--- src/rtl/mir_timing_pkg.sv ---
package mir_timing_pkg;
    localparam int LONG_CLKS  = 42;
    localparam int SHORT_CLKS = 41;
    localparam int NUM_PHASES = 3;
    localparam int PULSE_CLKS = 10;
    localparam int CNT_W      = $clog2(2 * LONG_CLKS + 1);
    localparam int PH_W       = $clog2(NUM_PHASES);

    typedef logic [CNT_W-1:0] cnt_t;
    typedef logic [PH_W-1:0]  ph_t;

    typedef struct packed {
        logic run;
        logic half;
        ph_t  ph;
        cnt_t cnt;
    } cad_t;

    // middle entry of the rotation is the short one
    function automatic cnt_t period_len(input ph_t ph, input logic half);
        int n;
        n = (ph == ph_t'(1)) ? SHORT_CLKS : LONG_CLKS;
        if (half) n = 2 * n;
        return cnt_t'(n);
    endfunction

    function automatic ph_t next_phase(input ph_t ph);
        return (ph == ph_t'(NUM_PHASES - 1)) ? '0 : ph + ph_t'(1);
    endfunction

    function automatic cnt_t pulse_len(input logic half);
        return half ? cnt_t'(2 * PULSE_CLKS) : cnt_t'(PULSE_CLKS);
    endfunction
endpackage

--- src/rtl/mir_cadence.sv ---
module mir_cadence
    import mir_timing_pkg::*;
(
    input  logic clk,
    input  logic rst_n,
    input  logic start,
    input  logic stop,
    input  logic half_in,
    output logic running,
    output logic half_o,
    output cnt_t cnt_o,
    output cnt_t len_o,
    output logic wrap_o
);
    cad_t st_d, st_q;
    cnt_t len_cur;
    ph_t  ph_nxt;

    always_comb begin
        len_cur = period_len(st_q.ph, st_q.half);
        ph_nxt  = next_phase(st_q.ph);
        st_d    = st_q;
        if (start) begin
            st_d.run  = 1'b1;
            st_d.half = half_in;
            st_d.ph   = '0;
            st_d.cnt  = period_len('0, half_in) - cnt_t'(1);
        end else if (stop) begin
            st_d.run = 1'b0;
        end else if (st_q.run) begin
            if (st_q.cnt == '0) begin
                st_d.ph  = ph_nxt;
                st_d.cnt = period_len(ph_nxt, st_q.half) - cnt_t'(1);
            end else begin
                st_d.cnt = st_q.cnt - cnt_t'(1);
            end
        end
    end

    always_ff @(posedge clk) begin
        if (!rst_n) st_q <= '0;
        else        st_q <= st_d;
    end

    assign running = st_q.run;
    assign half_o  = st_q.half;
    assign cnt_o   = st_q.cnt;
    assign len_o   = len_cur;
    assign wrap_o  = st_q.run && (st_q.cnt == '0);


    short_after_long_chk: assert property (@(posedge clk) disable iff (!rst_n)
        (wrap_o && !start && !stop && st_q.ph == '0) |=>
        (st_q.run && st_q.ph == ph_t'(1) &&
         st_q.cnt == (st_q.half ? cnt_t'(2*SHORT_CLKS-1) : cnt_t'(SHORT_CLKS-1))));

    restart_chk: assert property (@(posedge clk) disable iff (!rst_n)
        start |=> (st_q.run && st_q.ph == '0));

    stop_chk: assert property (@(posedge clk) disable iff (!rst_n)
        (stop && !start) |=> !st_q.run);

    cnt_range_chk: assert property (@(posedge clk) disable iff (!rst_n)
        st_q.run |-> (st_q.cnt < len_cur && st_q.ph != ph_t'(3)));
endmodule

--- src/rtl/mir_tx_shaper.sv ---
module mir_tx_shaper
    import mir_timing_pkg::*;
(
    input  logic clk,
    input  logic rst_n,
    input  logic go,
    input  logic stop,
    input  logic bit_in,
    input  logic run,
    input  logic half,
    input  logic wrap,
    input  cnt_t cnt,
    input  cnt_t len,
    output logic load,
    output logic pulse
);
    logic bit_d, bit_q;

    always_comb begin
        load  = go || (wrap && !stop);
        bit_d = load ? bit_in : bit_q;
        pulse = run && bit_q && (cnt >= (len - pulse_len(half)));
    end

    always_ff @(posedge clk) begin
        if (!rst_n) bit_q <= 1'b0;
        else        bit_q <= bit_d;
    end


    pulse_in_frame_chk: assert property (@(posedge clk) disable iff (!rst_n)
        pulse |-> run);

    pulse_on_one_chk: assert property (@(posedge clk) disable iff (!rst_n)
        (go && bit_in) |=> pulse);

    no_pulse_on_zero_chk: assert property (@(posedge clk) disable iff (!rst_n)
        (load && !bit_in) |=> !pulse);
endmodule

--- src/rtl/mir_rx_trigger.sv ---
module mir_rx_trigger
    import mir_timing_pkg::*;
(
    input  logic clk,
    input  logic rst_n,
    input  logic arm,
    input  logic line,
    input  logic rx_run,
    input  logic tx_run,
    input  cnt_t cnt,
    input  cnt_t len,
    output logic start,
    output logic sample
);
    logic line_d, line_q;

    always_comb begin
        line_d = line;
        start  = arm && line && !line_q && !rx_run && !tx_run;
        sample = rx_run && !tx_run && (cnt == (len >> 1));
    end

    always_ff @(posedge clk) begin
        if (!rst_n) line_q <= 1'b0;
        else        line_q <= line_d;
    end


    first_period_chk: assert property (@(posedge clk) disable iff (!rst_n)
        start |=> (rx_run && cnt == len - cnt_t'(1)));
endmodule

--- src/rtl/mir_bit_timer.sv ---
module mir_bit_timer
    import mir_timing_pkg::*;
(
    input  logic clk,
    input  logic rst_n,
    input  logic half_rate,
    input  logic tx_go,
    input  logic tx_stop,
    input  logic tx_bit,
    output logic tx_load,
    output logic tx_pulse,
    output logic tx_busy,
    input  logic rx_arm,
    input  logic rx_in,
    input  logic rx_stop,
    output logic rx_sample,
    output logic rx_busy
);
    logic tx_half, tx_wrap, rx_half, rx_wrap, rx_go;
    cnt_t tx_cnt, tx_len, rx_cnt, rx_len;

    mir_cadence u_tx_cad (
        .clk(clk), .rst_n(rst_n), .start(tx_go), .stop(tx_stop),
        .half_in(half_rate), .running(tx_busy), .half_o(tx_half),
        .cnt_o(tx_cnt), .len_o(tx_len), .wrap_o(tx_wrap)
    );

    mir_tx_shaper u_shaper (
        .clk(clk), .rst_n(rst_n), .go(tx_go), .stop(tx_stop),
        .bit_in(tx_bit), .run(tx_busy), .half(tx_half), .wrap(tx_wrap),
        .cnt(tx_cnt), .len(tx_len), .load(tx_load), .pulse(tx_pulse)
    );

    mir_cadence u_rx_cad (
        .clk(clk), .rst_n(rst_n), .start(rx_go), .stop(rx_stop),
        .half_in(half_rate), .running(rx_busy), .half_o(rx_half),
        .cnt_o(rx_cnt), .len_o(rx_len), .wrap_o(rx_wrap)
    );

    mir_rx_trigger u_trig (
        .clk(clk), .rst_n(rst_n), .arm(rx_arm), .line(rx_in),
        .rx_run(rx_busy), .tx_run(tx_busy), .cnt(rx_cnt), .len(rx_len),
        .start(rx_go), .sample(rx_sample)
    );


    rx_quiet_in_tx_chk: assert property (@(posedge clk) disable iff (!rst_n)
        tx_busy |-> !rx_sample);

    no_rx_restart_chk: assert property (@(posedge clk) disable iff (!rst_n)
        (rx_busy && !rx_stop && !rx_wrap) |=> (rx_busy && rx_half == $past(rx_half)));

    idle_quiet_chk: assert property (@(posedge clk) disable iff (!rst_n)
        !rx_busy |-> !rx_sample);
endmodule

--- config.mk ---
export PLATFORM = sky130hd
export DESIGN_NAME = mir_bit_timer
export DESIGN_NICKNAME = d
export VERILOG_FILES = /design/src/rtl/mir_timing_pkg.sv /design/src/rtl/mir_cadence.sv /design/src/rtl/mir_tx_shaper.sv /design/src/rtl/mir_rx_trigger.sv /design/src/rtl/mir_bit_timer.sv
export SDC_FILE = /design/constraint.sdc
export NUM_CORES = 1
export LEC_CHECK = 0
export ABC_CLOCK_PERIOD_IN_PS = 2200
export BUFFER_PORTS_ARGS = -buffer_cell sky130_fd_sc_hd__buf_2
export CORE_MARGIN = 8
export CORE_UTILIZATION = 54
export DETAILED_ROUTE_END_ITERATION = 10
export PLACE_DENSITY_LB_ADDON = 0.1
export SLEW_MARGIN = 0
export SYNTH_ARGS = -nofsm -noshare
export SYNTH_HDL_FRONTEND = slang
export SYNTH_SLANG_ARGS = --single-unit
export TNS_END_PERCENT = 5
--- constraint.sdc ---
create_clock -name clk -period 2.2 [get_ports clk]
set_clock_uncertainty 0.05 [all_clocks]
set_input_delay 0.11 -clock clk [delete_from_list [all_inputs] [get_ports clk]]
set_output_delay 0.11 -clock clk [all_outputs]
set_load 0.02 [all_outputs]
==> impl_metrics.env, run 1 <==
export IMPL_status="finished with violations"
export IMPL_violations="setup timing"
export IMPL_required_ns=2.04
export IMPL_cts_buffers_inserted=3
export IMPL_place_congestion=0.919
export IMPL_cts_tree="done"
export IMPL_wl_met2_mm=2.11
export IMPL_fmaxAchievable_mhz=411
export IMPL_wl_met3_um=304
export IMPL_drive_gt1_share_pct=23.6
export IMPL_ios=14
export IMPL_first_global_vias=1735
export IMPL_dp_hpwl_mm=3.56
export IMPL_drt_initial_drc_count=87
export IMPL_grt_use_total_pct=18.1
export IMPL_design_area_um2=2190
export IMPL_rows=21
export IMPL_final_common_cell="nor2_1"
export IMPL_start_util_pct=54.9
export IMPL_synthArstFlopShare_pct=0
export IMPL_overflow=0
export IMPL_critical_path_top_delay_family="compound AO/OA/AOI/OAI gates"
export IMPL_timing_max_cap_violations=0
export IMPL_leakage_nw=0.937
export IMPL_synth_edff_count=0
export IMPL_synthDistinctLibCells=47
export IMPL_end_kind="output pin"
export IMPL_clkSinkCount=24
export IMPL_place_area_um2=2010
export IMPL_grt_max_degree=15
export IMPL_synthMuxAreaShare_pct=4.76
export IMPL_hold_slack_ns=0.0715
export IMPL_power_density_nw_per_um2=559
export IMPL_clockRootBuffer="clkbuf_4"
export IMPL_synth_xor_area_share_pct=2.45
export IMPL_synth_top_family_by_area="simple AND/OR/NAND/NOR gates"
export IMPL_vias=1757
export IMPL_min_period_over_period_pct=111
export IMPL_synth_compound_area_share_pct=20.9
export IMPL_critPathMaxStageDelay_ns=0.36
export IMPL_hold_class="in -> reg"
export IMPL_area_growth_pct=22.3
export IMPL_port_buffers=13
export IMPL_ys_warn_count=0
export IMPL_cts_path_max_buffers=2
export IMPL_antenna_found_initial=0
export IMPL_max_slew_margin_pct=67.7
export IMPL_path_clk_slew_ns=0.15
export IMPL_viasPerCell=5.78
export IMPL_fin_util_pct=67.1
export IMPL_vdd_ir_drop_max_v=0.000391
export IMPL_critPathMaxFanout=4
export IMPL_synth_yosys_seq_area_share_pct=26.9
export IMPL_path_class="reg -> out"
export IMPL_core_um2=3260
export IMPL_final_cell_mix="nor2_1 (29), a21oi_1 (23), buf_4 (23)"
export IMPL_syn_avg_cell_area_um2=7.88
export IMPL_post_drt_wl_per_cell_um=15.7
export IMPL_drt_met1_wl_mm=2.33
export IMPL_worst_slew_pin_slew_ns=0.483
export IMPL_slew_violations=0
export IMPL_crit_buf_inv=3
export IMPL_diodes=0
export IMPL_yosys_area_share_adder_pct=13.3
export IMPL_grt_pass1_wl_mm=7.94
export IMPL_final_nets=287
export IMPL_p_total_w=0.00122
export IMPL_die_h_um=73.5
export IMPL_clk_latency_ns=0.32
export IMPL_cp_slowest_cell="dfxtp_2"
export IMPL_dr_max_layer_used="met4"
export IMPL_report_final_setup_viol=1
export IMPL_antenna_left=0
export IMPL_grt_setup_unrepaired="true"
export IMPL_h_tree_depth=1
export IMPL_syn_nets=255
export IMPL_drtPass1Iterations=4
export IMPL_hold_violations=0
export IMPL_cp_start_kind="flop"
export IMPL_die_x_um=73.5
export IMPL_synth_main_ff_cell="dfxtp_1"
export IMPL_wirelength_mm=4.77
export IMPL_drc=0
export IMPL_die_area_um2=5410
export IMPL_syn_area_um2=1790
export IMPL_synth_simple_area_share_pct=25.8
export IMPL_worstPathCellList="nand2b_4, inv_4, ha_1, inv_1, ha_1, a21o_1, ha_4, a21o_1, a211oi_2, a21oi_1, buf_4"
export IMPL_fin_crit_ns=2.43
export IMPL_setup_slack_ns=-0.233
export IMPL_fin_setup_tns_ns=-0.233
export IMPL_synthCells=227
export IMPL_synth_seq_cells=24
export IMPL_arrival_ns=2.27
final timing paths:
check / slack, ns / cells past startpoint / end / startpoint
worst max-delay path: -0.23 / 11 / tx_pulse / u_tx_cad.st_q[8]
worst min-delay path: 0.07 / 3 / u_tx_cad.cnt_o[5] / rst_n
worst max register to register: 0.07 / 10 / u_tx_cad.cnt_o[4] / u_tx_cad.cnt_o[3]
worst min register to register: 0.50 / 2 / u_shaper.bit_q / u_shaper.bit_q
metal layers:
layer | up-vias | GRT usage (%)
met3 | 2 | 2.73
met4 | 0 | 3.99
li1 | 871 | -
met1 | 829 | 25.4
met2 | 55 | 28.0
met5 | - | 0
worst min-delay path: stages:
cell	delay, ns
buf_2	0.19
nand2_1	0.09
nor2_1	0.04
registers in the layout, indices dropped and copies added (netlist names):
name              cells
u_rx_cad.cnt_o        7
u_tx_cad.cnt_o        7
u_rx_cad.st_q         2
u_tx_cad.st_q         2
u_rx_cad.half_o       1
u_rx_cad.running      1
u_shaper.bit_q        1
u_trig.line_q         1
u_tx_cad.half_o       1
u_tx_cad.running      1
cell families after synthesis:
group | count (synthesis)
buffers and inverters | 26
AOI/OAI and AO/OA | 58
adders and majority gates | 19
muxes | 8
and+or+nand+nor | 87
DFF | 24
xor gates and xnor gates | 5
through the flow:
step / instances / setup WS (ns)
3_3_place_gp: 295 / 0.0426
2_1_floorplan: 227 / 0.0885
3_5_place_dp: 295 / -0.0765
5_1_grt: 304 / -0.344
6_report: 304 / -0.233
4_1_cts: 304 / -0.211
report_power, final:
group          internal, W  total, W  switching, W
clock network     0.000184  0.000335      0.000151
registers         0.000460  0.000485     0.0000250
logic             0.000181  0.000404      0.000222
cell usage after synthesis (2+ instances only):
cell type / number / area share, %
nor2_1: 30 / 6.3
dfxtp_1: 24 / 27
a21oi_1: 23 / 6.4
ha_1: 19 / 13
inv_1: 16 / 3.4
nand2_1: 12 / 2.5
nand2b_1: 9 / 3.1
clkbuf_1: 8 / 1.7
o21ai_0: 8 / 2.2
mux2i_1: 7 / 3.9
nor2b_1: 5 / 1.7
nor4_1: 5 / 1.7
a211oi_1: 4 / 1.7
nand3_1: 4 / 1.1
nor3_1: 4 / 1.1
o211ai_1: 4 / 1.7
and2_1: 3 / 1.0
xnor2_1: 3 / 1.5
a21o_1: 2 / 0.84
a41oi_1: 2 / 0.98
nand4b_1: 2 / 0.98
nor3b_1: 2 / 0.84
nor4_2: 2 / 1.4
o2111ai_1: 2 / 0.98
o31ai_1: 2 / 0.84
or3_1: 2 / 0.70
or4_1: 2 / 0.84
xor2_1: 2 / 0.98
layout make-up:
class                           instances  area [um2]
Clock buffer                            3        22.5
Tap cell                               46        57.6
Multi-Input combinational cell        177        1280
Fill cell                             293        1070
Sequential cell                        24         484
Clock inverter                          1        30.0
Inverter                               16        62.6
Timing Repair Buffer                   37         253
repair_timing:
item | CTS | global route
setup endpoints to repair | 1 | 7
hold endpoints to repair | 2 | 0
gates resized for setup | 10 | 8
hold buffers | 2 | 0
setup buffers | 3 | 0
pin swaps | 3 | 2
Note: power is estimated with default switching activity, not from simulation.
==> inputs of run 2 (changes only) <==
ABC_CLOCK_PERIOD_IN_PS = 2150   (was 2200)
CORE_UTILIZATION = 45   (was 54)
GPL_TIMING_DRIVEN = 0   (was not set)
clock period = 2.15 ns   (was 2.2 ns; I/O delays follow)
==> impl_metrics.env, run 2 (same netlist as run 1, synthesis figures left out) <==
export IMPL_status="finished with violations"
export IMPL_violations="setup timing"
export IMPL_worst_r2r_path_depth=9
export IMPL_worstReg2RegEnd="u_tx_cad.cnt_o[4]"
export IMPL_post_drt_wl_per_cell_um=14.5
export IMPL_leakage_nw=0.889
export IMPL_dp_hpwl_mm=3.17
export IMPL_grt_use_total_pct=13.9
export IMPL_die_h_um=79.0
export IMPL_final_common_cell="nor2_1"
export IMPL_worst_slew_pin_slew_ns=0.683
export IMPL_fin_crit_ns=2.34
export IMPL_place_congestion=0.867
export IMPL_port_buffers=13
export IMPL_timing_rr_start="u_tx_cad.cnt_o[6]"
export IMPL_critPathMaxFanout=4
export IMPL_fmaxAchievable_mhz=428
export IMPL_fill_cells=387
export IMPL_first_global_vias=1501
export IMPL_hold_class="in -> reg"
export IMPL_worstPathCellList="nand2b_4, inv_6, ha_4, inv_2, ha_2, a21o_1, ha_4, a21o_1, a211oi_2, a21oi_1, buf_4"
export IMPL_report_final_setup_viol=2
export IMPL_regArea_um2=490
export IMPL_drtPass1Iterations=4
export IMPL_clk_latency_ns=0.27
export IMPL_antenna_found_initial=0
export IMPL_max_slew_margin_pct=54.1
export IMPL_timing_max_cap_violations=0
export IMPL_slew_violations=0
export IMPL_cts_tree="done"
export IMPL_grt_pass1_wl_mm=7.18
export IMPL_regToRegSetupSlack_ns=-0.04
export IMPL_vdd_ir_drop_max_v=0.000332
export IMPL_cts_path_max_buffers=2
export IMPL_hold_violations=0
export IMPL_hold_slack_ns=0.0186
export IMPL_critical_path_top_delay_family="compound AO/OA/AOI/OAI gates"
export IMPL_final_cell_mix="nor2_1 (30), a21oi_1 (22), dfxtp_1 (18)"
export IMPL_p_total_w=0.00129
export IMPL_path_depth=11
export IMPL_die_area_um2=6250
export IMPL_drc=0
export IMPL_drive_gt1_share_pct=23.0
export IMPL_arrival_ns=2.18
export IMPL_diodes=0
export IMPL_path_clk_slew_ns=0.09
export IMPL_final_nets=281
export IMPL_cp_slowest_cell="dfxtp_2"
export IMPL_cts_buffers_inserted=3
export IMPL_min_period_over_period_pct=109
export IMPL_multi_input_area_um2=1310
export IMPL_start_util_pct=45.7
export IMPL_core_um2=3910
export IMPL_overflow=0
export IMPL_grt_max_degree=15
export IMPL_path_class="reg -> out"
export IMPL_cp_start_kind="flop"
export IMPL_vias=1679
export IMPL_crit_end="tx_pulse"
export IMPL_die_x_um=79.0
export IMPL_clockRootBuffer="clkbuf_8"
export IMPL_power_density_nw_per_um2=591
export IMPL_cp_startpoint="u_tx_cad.st_q[8]"
export IMPL_rows=23
export IMPL_ios=14
export IMPL_wirelength_mm=4.37
export IMPL_antenna_left=0
export IMPL_end_kind="output pin"
export IMPL_required_ns=1.99
export IMPL_h_tree_depth=1
export IMPL_viasPerCell=5.56
export IMPL_setup_slack_ns=-0.186
export IMPL_drt_initial_drc_count=169
export IMPL_area_growth_pct=21.8
export IMPL_critPathMaxStageDelay_ns=0.33
export IMPL_grt_setup_unrepaired="true"
export IMPL_crit_buf_inv=3
export IMPL_clkSinkCount=24
## run 2: changes by cell type in the layout (fill, tap and decap cells not counted), sizes merged
cell,before,now
clkbuf,3,11
dlygate4sd3,2,1
buf,35,22
## run 2: through the flow
| stage | worst slack (ns) | utilization, % | std cells | instance area (um2) | TNS, ns |
|---|---|---|---|---|---|
| final | -0.186 | 55.6 | 302 | 2180 | -0.231 |
| after floorplan | 0.0410 | - | 227 | 1790 | 0 |
| after global routing | -0.296 | 55.6 | 302 | 2180 | -0.650 |
| after CTS | -0.163 | 54.3 | 300 | 2120 | -0.180 |
| after global placement | -0.334 | 48.9 | 290 | 1920 | -0.980 |
| after detailed placement | -0.331 | 48.9 | 290 | 1920 | -0.966 |
## run 2: layout make-up
| type | instances | share of cell area, % |
|---|---|---|
| Tap cell | 50 | 2.87 |
| Sequential cell | 24 | 22.5 |
| Inverter | 16 | 3.10 |
| Timing Repair Buffer | 21 | 5.98 |
| Buffer | 10 | 2.18 |
| Clock buffer | 3 | 1.90 |
| Multi-Input combinational cell | 177 | 60.1 |
| Clock inverter | 1 | 1.38 |
## run 2: worst min-delay path, cell delays in order
cell and delay, ns:
buf_2 0.08, mux2i_1 0.05, nor2_1 0.07
## run 2: worst min-delay path by stage
stage / from / end / slack (ns) / depth (start not counted)
2_1_floorplan: rx_in / u_trig.line_q / 0.18 / 1
3_3_place_gp: rx_in / u_trig.line_q / 0.27 / 2
3_5_place_dp: rx_in / u_trig.line_q / 0.28 / 2
4_1_cts: tx_bit / u_shaper.bit_q / 0.02 / 3
5_1_grt: tx_bit / u_shaper.bit_q / 0.06 / 3
6_report: tx_bit / u_shaper.bit_q / 0.02 / 3
## run 2: repair_timing
action / 4_1_cts / 5_1_grt
setup endpoints to repair: 7 / 7
setup buffers: 5 / 2
pin swaps: 5 / 5
hold endpoints to repair: 1 / 0
gates resized for setup: 23 / 13
hold buffers: 1 / 0
## run 2: where the power goes
group          total, W  leakage, nW  internal, W  switching, W
Combinational  0.000377        0.654     0.000170      0.000206
Clock          0.000402       0.0357     0.000249      0.000153
Sequential     0.000508        0.200     0.000470     0.0000389
Total           0.00129        0.889     0.000889      0.000398
## run 2: metal layers
layer	vias up	global-route usage (%)	share of wire, %
met1	773	20.8	53
met4	0	3.33	0.82
met5	-	0	0
li1	865	-	-
met2	37	19.4	41
met3	4	2.71	5.0
==> inputs of run 3 (changes only) <==
CORE_ASPECT_RATIO = 1.2   (was not set)
==> impl_metrics.env, run 3 (same netlist as run 1, synthesis figures left out) <==
export IMPL_status="finished with violations"
export IMPL_violations="setup timing"
export IMPL_fmaxAchievable_mhz=426
export IMPL_clk_latency_ns=0.27
export IMPL_antenna_found_initial=0
export IMPL_vias=1670
export IMPL_drt_initial_drc_count=61
export IMPL_end_kind="output pin"
export IMPL_hold_class="in -> reg"
export IMPL_place_area_um2=1920
export IMPL_drive_gt1_share_pct=20.9
export IMPL_fin_crit_ns=2.35
export IMPL_required_ns=1.99
export IMPL_die_area_um2=6250
export IMPL_place_congestion=0.849
export IMPL_report_final_setup_viol=4
export IMPL_cp_startpoint="u_tx_cad.st_q[8]"
export IMPL_cts_tree="done"
export IMPL_slew_violations=0
export IMPL_dp_hpwl_mm=3.25
export IMPL_first_global_vias=1675
export IMPL_max_slew_margin_pct=62.5
export IMPL_power_density_nw_per_um2=555
export IMPL_port_buffers=13
export IMPL_min_period_over_period_pct=109
export IMPL_wirelength_mm=4.30
export IMPL_vdd_ir_drop_max_v=0.000242
export IMPL_grt_use_total_pct=14.8
export IMPL_final_nets=278
export IMPL_path_class="reg -> out"
export IMPL_worstReg2RegEnd="u_tx_cad.cnt_o[4]"
export IMPL_timing_rr_start="u_tx_cad.cnt_o[4]"
export IMPL_ios=14
export IMPL_viasPerCell=5.51
export IMPL_setup_slack_ns=-0.195
export IMPL_cp_start_kind="flop"
export IMPL_overflow=0
export IMPL_timing_max_cap_violations=0
export IMPL_whs_path_depth=3
export IMPL_die_h_um=85.1
export IMPL_drc=0
export IMPL_drtPass1Iterations=4
export IMPL_grt_max_degree=14
export IMPL_critPathMaxFanout=4
export IMPL_antenna_left=0
export IMPL_path_clk_slew_ns=0.09
export IMPL_cts_path_max_buffers=2
export IMPL_die_x_um=73.5
export IMPL_final_common_cell="nor2_1"
export IMPL_grt_setup_unrepaired="true"
export IMPL_fin_setup_tns_ns=-0.272
export IMPL_h_tree_depth=1
export IMPL_area_growth_pct=18.8
export IMPL_clkSinkCount=24
export IMPL_cts_buffers_inserted=3
export IMPL_diodes=0
export IMPL_worst_slew_pin_slew_ns=0.558
export IMPL_final_cell_mix="nor2_1 (30), a21oi_1 (22), dfxtp_1 (18)"
export IMPL_leakage_nw=0.856
export IMPL_start_util_pct=46.1
export IMPL_grt_pass1_wl_mm=7.45
export IMPL_regToRegSetupSlack_ns=-0.05
export IMPL_clockRootBuffer="clkbuf_8"
export IMPL_whs_endpoint="u_shaper.bit_q"
export IMPL_rows=25
export IMPL_hold_slack_ns=0.0224
export IMPL_worstHoldStart="tx_bit"
export IMPL_design_area_um2=2120
export IMPL_worst_r2r_path_depth=9
export IMPL_hold_violations=0
export IMPL_arrival_ns=2.19
export IMPL_post_drt_wl_per_cell_um=14.2
export IMPL_core_um2=3880
## run 3: cell types whose count changed in the layout (fill, tap and decap cells not counted), sizes merged
cell	previous run	this run
clkbuf	11	13
bufinv	1	0
buf	22	18
## run 3: area by class of cell
| cell class | count | area (um2) |
|---|---|---|
| inverter | 16 | 65.1 |
| timing repair buffer | 18 | 108 |
| clock buffer | 4 | 55.1 |
| tap | 54 | 67.6 |
| fill | 394 | 1760 |
| buffer | 10 | 46.3 |
| multi-input combinational | 177 | 1290 |
| sequential | 24 | 490 |
## run 3: repair_timing
item,in CTS,in global routing
hold buffers,1,0
buffers inserted,4,0
endpoints found under the setup margin,5,8
pin swaps,8,2
endpoints found under the hold margin,1,0
gates resized for setup,25,4
## run 3: metrics by stage
step	total power (W)	instances	setup slack [ns]	util, %
4_1_cts	0.00118	303	-0.208	54.4
3_5_place_dp	0.000849	294	-0.298	49.5
3_3_place_gp	0.000851	294	-0.291	49.5
6_report	0.00118	303	-0.195	54.7
5_1_grt	0.00126	303	-0.321	54.7
2_1_floorplan	0.000771	227	0.0410	-
## run 3: worst max-delay path by stage
| stage | to | cells after the start |
|---|---|---|
| 2_1_floorplan | tx_pulse | 8 |
| 3_3_place_gp | u_tx_cad.cnt_o[4] | 9 |
| 3_5_place_dp | u_tx_cad.cnt_o[4] | 9 |
| 4_1_cts | tx_pulse | 11 |
| 5_1_grt | tx_pulse | 11 |
| 6_report | tx_pulse | 11 |
## run 3: critical path, cell delays in order (launching register included)
cell and delay [ns]:
dfxtp_2 0.33, nand2b_4 0.14, inv_4 0.08, ha_4 0.13, inv_2 0.04, ha_4 0.14
a21o_1 0.16, ha_1 0.31, a21o_1 0.17, a211oi_2 0.17, a21oi_1 0.09, buf_4 0.16
## run 3: power by group
group          internal, W  switching [W]  leakage, nW  total [W]
logic             0.000157       0.000199        0.628   0.000356
clock network     0.000164       0.000151       0.0288   0.000314
registers         0.000470      0.0000377        0.200   0.000507
## run 3: metal layers
layer	wire length [um]	part of all wire, %	up-vias	global-route usage, %
met4	134	3.1	0	8.93
met2	2290	53	25	26.4
met1	1790	42	777	15.5
met3	86	2.0	11	2.24
met5	0	0	-	0
li1	-	-	857	-
